<file path="src/rtl/regbus_pkg.sv">
`timescale 1ns/1ps
package regbus_pkg;
  typedef enum logic [1:0] {
    LD_BUS  = 2'b00,
    LD_DIN  = 2'b01,
    LD_DR   = 2'b10,
    LD_NONE = 2'b11
  } ld_src_e;
endpackage

</file>
<file path="src/rtl/regbus_srcdec.sv">
`timescale 1ns/1ps
// Binary select to one-hot source enable.
module regbus_srcdec #(
  parameter int NSRC = 4,
  localparam int SELW = $clog2(NSRC)
) (
  input  logic [SELW-1:0] sel,
  output logic [NSRC-1:0] en
);
  for (genvar i = 0; i < NSRC; i++) begin : g_dec
    assign en[i] = (sel == SELW'(i));
  end
endmodule

</file>
<file path="src/rtl/regbus_busmux.sv">
`timescale 1ns/1ps
// One-hot AND-OR bus: bit b is the OR of bit b of every enabled source.
module regbus_busmux #(
  parameter int NSRC = 4,
  parameter int DW   = 4
) (
  input  logic [NSRC-1:0]    en,
  input  logic [NSRC*DW-1:0] srcs,
  output logic [DW-1:0]      bus
);
  for (genvar b = 0; b < DW; b++) begin : g_bit
    logic [NSRC-1:0] column;
    for (genvar s = 0; s < NSRC; s++) begin : g_src
      assign column[s] = srcs[s*DW + b];
    end
    assign bus[b] = |(column & en);
  end
endmodule

</file>
<file path="src/rtl/regbus_regfile.sv">
`timescale 1ns/1ps
// Destination registers with individual load enables and a shared load source.
module regbus_regfile
  import regbus_pkg::*;
#(
  parameter int NSRC = 4,
  parameter int DW   = 4
) (
  input  logic               clk,
  input  logic               rst,
  input  logic               ctrl_p,
  input  logic [NSRC-1:0]    ld,
  input  logic [1:0]         ld_src,
  input  logic [DW-1:0]      bus,
  input  logic [DW-1:0]      din,
  input  logic [DW-1:0]      dr,
  output logic [NSRC*DW-1:0] q
);
  ld_src_e src;
  assign src = ld_src_e'(ld_src);

  for (genvar k = 0; k < NSRC; k++) begin : g_reg
    logic [DW-1:0] r;
    always_ff @(posedge clk) begin
      if (rst) begin
        r <= '0;
      end else if (ctrl_p && ld[k]) begin
        case (src)
          LD_BUS:  r <= bus;
          LD_DIN:  r <= din;
          LD_DR:   r <= dr;
          default: r <= r;
        endcase
      end
    end
    assign q[k*DW +: DW] = r;
  end
endmodule

</file>
<file path="src/rtl/regbus_memport.sv">
`timescale 1ns/1ps
// Address register, data register and a word memory laid out for block RAM.
module regbus_memport #(
  parameter int DW = 4,
  parameter int AW = 4,
  localparam int DEPTH = 1 << AW
) (
  input  logic          clk,
  input  logic          rst,
  input  logic          ctrl_p,
  input  logic          ar_ld,
  input  logic          rd,
  input  logic          wr,
  input  logic [DW-1:0] bus,
  output logic [AW-1:0] ar,
  output logic [DW-1:0] dr
);
  logic [DW-1:0] mem [DEPTH];

  always_ff @(posedge clk) begin
    if (rst)                 ar <= '0;
    else if (ctrl_p && ar_ld) ar <= bus[AW-1:0];
  end

  // Write port: no reset, so the array maps onto block RAM.
  always_ff @(posedge clk) begin
    if (!rst && ctrl_p && wr) mem[ar] <= bus;
  end

  // Synchronous read into the data register; the read sees the old word.
  always_ff @(posedge clk) begin
    if (rst)              dr <= '0;
    else if (ctrl_p && rd) dr <= mem[ar];
  end
endmodule

</file>
<file path="src/rtl/regbus_datapath.sv">
`timescale 1ns/1ps
// Top level: registers, one-hot bus and memory port.
module regbus_datapath #(
  parameter int NSRC = 4,
  parameter int DW   = 4,
  parameter int AW   = 4,
  localparam int SELW = $clog2(NSRC)
) (
  input  logic               clk,
  input  logic               rst,
  input  logic               ctrl_p,
  input  logic [SELW-1:0]    src_sel,
  input  logic [NSRC-1:0]    reg_ld,
  input  logic [1:0]         ld_src,
  input  logic [DW-1:0]      din,
  input  logic               ar_ld,
  input  logic               mem_rd,
  input  logic               mem_wr,
  output logic [NSRC-1:0]    src_enable,
  output logic [DW-1:0]      bus_q,
  output logic [NSRC*DW-1:0] reg_q,
  output logic [AW-1:0]      ar_q,
  output logic [DW-1:0]      dr_q
);
  regbus_srcdec #(.NSRC(NSRC)) u_dec (
    .sel (src_sel),
    .en  (src_enable)
  );

  regbus_busmux #(.NSRC(NSRC), .DW(DW)) u_bus (
    .en   (src_enable),
    .srcs (reg_q),
    .bus  (bus_q)
  );

  regbus_regfile #(.NSRC(NSRC), .DW(DW)) u_regs (
    .clk    (clk),
    .rst    (rst),
    .ctrl_p (ctrl_p),
    .ld     (reg_ld),
    .ld_src (ld_src),
    .bus    (bus_q),
    .din    (din),
    .dr     (dr_q),
    .q      (reg_q)
  );

  regbus_memport #(.DW(DW), .AW(AW)) u_mem (
    .clk    (clk),
    .rst    (rst),
    .ctrl_p (ctrl_p),
    .ar_ld  (ar_ld),
    .rd     (mem_rd),
    .wr     (mem_wr),
    .bus    (bus_q),
    .ar     (ar_q),
    .dr     (dr_q)
  );
endmodule

</file>
<file path="config.mk">
export PLATFORM = sky130hd
export DESIGN_NAME = regbus_datapath
export DESIGN_NICKNAME = d
export VERILOG_FILES = /design/src/rtl/regbus_pkg.sv /design/src/rtl/regbus_srcdec.sv /design/src/rtl/regbus_busmux.sv /design/src/rtl/regbus_regfile.sv /design/src/rtl/regbus_memport.sv /design/src/rtl/regbus_datapath.sv
export SDC_FILE = /design/constraint.sdc
export NUM_CORES = 1
export LEC_CHECK = 0
export BUFFER_PORTS_ARGS = -buffer_cell sky130_fd_sc_hd__buf_2
export CORE_AREA = 2 2 94 96
export DETAILED_ROUTE_END_ITERATION = 12
export DIE_AREA = 0 0 96 98
export GPL_ROUTABILITY_DRIVEN = 0
export GPL_TIMING_DRIVEN = 0
export PLACE_DENSITY_LB_ADDON = 0.1
export SYNTH_ARGS = -nofsm -noshare
export SYNTH_HDL_FRONTEND = slang
export SYNTH_HIERARCHICAL = 1
export SYNTH_SLANG_ARGS = --single-unit
</file>
<file path="constraint.sdc">
create_clock -name clk -period 4.9 [get_ports clk]
set_input_delay 0.49 -clock clk [delete_from_list [all_inputs] [get_ports clk]]
set_output_delay 0.49 -clock clk [all_outputs]
set_load 0.005 [all_outputs]
</file>
# --- Word-level counts from Yosys, hierarchy flattened ---
# Memory sizes are Yosys's and may differ from the RTL's. A register that Yosys moved wholly into a read port is not among the register bits.
# Cells that the tools add are included.
totals:
  register_bits: 20
  ramBits: 64
  input_bits: 18
  output_inout_bits: 32
  wordCells: 38
  mem_count: 1
mem_list:
  columns: ["memory", "words", "word_bits", "read_ports", "rd_clocked_by_memory_dff", "write_ports", "line_no", "source"]
  rows:
  - ["u_mem.mem", 16, 4, 1, 1, 1, "regbus_memport.sv:18", "logic [DW-1:0] mem [DEPTH];"]
op_classes:
  n_eq_ne: 5
  n_mux: 3
  bitwise_logic: 4
  reduce_logical: 20
ops:
  columns: ["operator", "count"]
  rows:
  - ["bitwise AND 4 bit", 4]
  - ["OR reduction 4 bit", 4]
  - ["case mux 4 bit (3 select lines)", 1]
  - ["logical AND 1 bit", 8]
  - ["AND reduction 2 bit", 4]
  - ["equality test 2 bit (second input constant)", 3]
  - ["equality test 2 x 1 -> 1 bit (second input constant)", 2]
  - ["zero test 2 bit", 2]
  - ["nonzero test 3 bit", 1]
  - ["2-to-1 mux 1 bit", 2]
  - ["zero test 1 bit", 1]

# --- Depth between registers and ports, before layout ---
logic_depth:
  ltp_word: 5
  depth_mapped: 6
  mapped_depth_nobuf: 6

# --- By module ---
# Netlist, hierarchy kept.
modules_own_cells:
  columns: ["mod", "n_inst", "cells_each", "area_per_inst_um2"]
  rows:
  - ["regbus_memport", 1, 190, 2900.3]
  - ["regbus_regfile", 1, 87, 724.4]
  - ["regbus_busmux", 1, 12, 75.1]
  - ["regbus_srcdec", 1, 4, 26.3]

# --- Worst setup path after synthesis ---
# Ideal clock, no wire load.
synth_path:
  kind: "flip-flop to flip-flop"
  startpoint: "register u_mem.ar[0]"
  endpoint: "memory u_mem.mem[0][0] (enable)"
  setup_ns: 0.361
  arrival_time_ns: 1.437
  path_slack_ns: 3.101
  path_stages_with_launch: 4
  cell_sequence: "dfxtp_1 > or2_2 > or3_1 > nor3_1"
synth_rtl:
  columns: ["element", "line_no", "source"]
  rows:
  - ["from (decl)", "regbus_memport.sv:15", "output logic [AW-1:0] ar,"]
  - ["from (signal assigned)", "regbus_memport.sv:22", "else if (ctrl_p && ar_ld) ar <= bus[AW-1:0];"]
  - ["to (decl)", "regbus_memport.sv:18", null]
# No word-level cell before the write port.

# --- Worst setup path after layout ---
layout_path:
  startpoint: "input port src_sel[0]"
  endpoint: "output port bus_q[0]"
layout_via:
  elab_chain_cells: 3
  elab_cells_between_ends: 6
  cone_classes: "3 x eq/ne; 1 x bitwise; 2 x reduce/logical"
layout_lines:
  columns: ["element", "line_no", "source"]
  rows:
  - ["from (decl)", "regbus_datapath.sv:12", "input logic [SELW-1:0] src_sel,"]
  - ["equality test 2 x 1 -> 1 bit (tied with other cells)", "regbus_srcdec.sv:11", "assign en[i] = (sel == SELW'(i));"]
  - ["bitwise AND 4 bit (*)", "regbus_busmux.sv:16", "assign bus[b] = |(column & en);"]
  - ["OR reduction 4 bit (*)", "regbus_busmux.sv:16", null]
  - ["to (decl)", "regbus_datapath.sv:20", "output logic [DW-1:0] bus_q,"]
# Every way passes the cells marked *; elsewhere a longest branch is shown, timed or not.

==> reports/results.tsv <==
stage	metric	value	unit
placed_design	pre-CTS setup slack	2.529	ns
die	die height	98	um
die	Initial Util	0.4401	
worst_setup_path	CP Depth	5	
timing	slew margin rel.	0.5203	
finish	Synth-to-Final Area Change	15.85	%
die	# rows	34	
worst_setup_path	Worst path max stage delay	0.47	ns
pwr	worst vdd ir	0.2266	mV
timing	Final setup violation count	0	
yosys	leading area contributor after synthesis	edfxtp_1	
timing	highest clock rate	430.6	MHz
worst_setup_path	Reg2Reg Depth	3	
pwr	sequential share of power	0.565	
placed_design	port bufs	49	
worst_setup_path	CP Cell Sequence	buf_2 > and2b_2 > a22oi_1 > nand2_1 > buf_2	
clocking	CTS Buffer Depth	2	
yosys	Seq/Total Area, Yosys	0.6447	
yosys	synthesized area	3726	um2
finish	fill count	738	
run_status	status	finished, final reports clean	
min_path	hold crit path type	primary input to flip-flop	
grt	GRT Util Overall	0.1905	
flow_run	max-capacitance violation count	0	
yosys	top-count cell post-synth	edfxtp_1	
clocking	clock insertion delay at the later pin of the skew report	0.34	ns
pwr	sw frac	0.2186	
routing	DRT antenna net count	0	
clocking	Post-CTS Setup Bufs	0	
grt	vias in the first global route	2435	
timing	final worst path period share	0.4740	
yosys	Synth Warn #	6	
clocking	Num Clock Sinks	88	
timing	Hold Vio Cnt, Final	0	
routing	DR iter-0 viols	170	
grt	largest net degree at the start of global routing	20	
timing	actual slew at the worst max-slew pin	0.7178	ns
clocking	hold buffers post-CTS	0	
worst_setup_path	most used cell, CP	buf_2	
clocking	clock root cell	clkbuf_8	
grt	gr ovfl total	0	
yosys	post-synth top area share	0.5158	
worst_setup_path	WS Path Type	primary input to output port	
worst_setup_path	Worst Path Max Fanout	19	
die	Die Width	96	um
yosys	Commonest cells post-synth	edfxtp_1 (64), nand2_1 (35), a21oi_1 (24), dfxtp_1 (24), mux2i_1 (24)	
routing	DR vias/cell	5.511	
clocking	CTS Buf Count	9	
pwr	clock network fraction of design power	0.369	
pwr	Psw	314.1	uW
pwr	combinational share of power	0.066	
worst_setup_path	crit-path leading delay family	simple AND/OR/NAND/NOR gates	
clocking	htree depth	3	
placed_design	post-DP HPWL	6.113	mm
finish	Core Util, Final	0.5099	
finish	layout cells sized above 1	0.2179	
finish	Nets	374	
yosys	Synth Register Bits	88	
routing	final wirelength	8.511	mm
die	IO Count	50	
worst_setup_path	Critical Path Source Type	primary input	
worst_setup_path	Worst EP arrival	1.83	ns
worst_setup_path	Worst Path Buf+Inv	2	
timing	hold slack	0.4696	ns
pwr	Pleak	0.001560	uW
routing	DRC viols	0	
routing	drt first pass iters	4	
clocking	CTS resizes	0	
min_path	hold depth	3	
grt	first-pass GRT wire length	13.23	mm
yosys	Post-synth EDFFs	64	
timing	Tmin final	2.323	ns
die	Std-Cell Core Area	8466	um2
yosys	ys async rst share	0	
yosys	Area contributors post-synth	edfxtp_1 (52%), dfxtp_1 (13%), mux2i_1 (6.4%)	
worst_setup_path	CP required	4.41	ns
clocking	CTS tree	built	
finish	ANT cells	0	
worst_setup_path	CP max stage cell	nand2_1	
timing	Max Transition Viols Final	0	
yosys	Avg Synthesized Cell Area	12.72	um2
timing	RSZ-0062 raised after global routing	no	
yosys	syn_nets	314	
worst_setup_path	Setup crit end kind	output port	
finish	Design Area, Final	4317	um2
grt	antenna violations before repair	0	
timing	skew final	0.01008	ns
placed_design	DP Area	4106	um2
clocking	Clock transition at path regs	0.08	ns
yosys	Cell variety after synth	31	
pwr	cell internal pwr	1123	uW
yosys	prevailing post-synth register cell	edfxtp_1	
timing	setup_tns	0	ns
routing	Avg WL per Cell	18.26	um
yosys	Synth Instances	293	
timing	fin worst setup slack	2.577	ns
pwr	PD cells	332.8	nW/um2
die	Die Area	9408	um2
routing	total number of vias	2568	
==> cells in the final DEF, fill, tap and decap left out, types with 4 or more instances in the layout <==
cell,instances
a31oi_1,4
nor3_1,5
nand2b_1,6
and3b_1,4
o22ai_1,7
o211ai_1,4
a211oi_1,7
a221o_1,4
dfxtp_1,24
clkbuf_1,6
buf_2,52
nand2_1,35
nand3_1,22
edfxtp_1,64
a21oi_1,24
a22oi_1,8
nand3b_1,5
clkbuf_8,9
mux4_2,4
nor2_1,14
mux2i_1,24
==> power by group through the flow <==
stage	Sequential, uW	Combinational [uW]	Clock, uW
6_report	812	94.7	530
3_3_place_gp	829	94.0	0
3_5_place_dp	829	94.7	0
4_1_cts	812	94.9	541
5_1_grt	813	105	576
2_1_floorplan	828	53.5	0
==> flip-flops by register name, summed over array words and instances, names as in the netlist <==
| name | cells |
|---|---|
| u_regs/g.r | 16 |
| u_mem/mem | 64 |
| u_mem/ar | 4 |
| u_mem/dr | 4 |
==> cells by family after synthesis <==
| kind of cell | Yosys count | share of synthesized area |
|---|---|---|
| muxes | 28 | 0.08865 |
| AOI/OAI and AO/OA | 59 | 0.1021 |
| adders and majority gates | 3 | 0.01007 |
| DFF | 88 | 0.6447 |
| and+or+nand+nor | 99 | 0.1303 |
| buffers and inverters | 16 | 0.02418 |
==> layout make-up <==
type                    count  area, um2  area share
repair buffers             49      245.2     0.05681
well taps                 108      135.1     0.03130
flip-flops and latches     88       2402      0.5565
plain buffers              13      78.83     0.01826
clock buffers               9      123.9     0.02870
multi-input cells         189       1234      0.2858
inverters                   3      11.26    0.002609
clock inverters             7      86.33     0.02000
==> worst register-to-register path: stages (launching register included) <==
cell and delay, ns:
dfxtp_1 0.39, or2_2 0.39, or3_1 0.48, nor3_1 0.54
==> final timing paths <==
check | start | to | slack (ns)
setup / recovery | src_sel[0] | bus_q[0] | 2.58
setup reg to reg | u_mem/ar[0]$_SDFFE_PP0P_ | u_mem/mem[0][3]$_DFFE_PP_ | 2.74
hold / removal | ar_ld | u_mem/ar[0]$_SDFFE_PP0P_ | 0.47
hold reg to reg | u_regs/g_reg[2].r[2]$_SDFFE_PP0P_ | u_regs/g_reg[2].r[2]$_SDFFE_PP0P_ | 0.47
==> per-layer routing <==
| metal | track usage | routed length (um) | up-vias |
|---|---|---|---|
| li1 | - | - | 1236 |
| met1 | 0.2826 | 3984 | 1266 |
| met2 | 0.2863 | 4079 | 64 |
| met3 | 0.04090 | 416 | 2 |
| met4 | 0.04615 | 30 | 0 |
| met5 | 0 | 0 | - |
==> stage by stage <==
stage,instances,power (uW)
6_report,466,1437
5_1_grt,466,1494
4_1_cts,466,1448
3_5_place_dp,450,923.9
3_3_place_gp,450,922.9
2_1_floorplan,293,881.4
No activity file was read; power rests on OpenSTA's default activity.
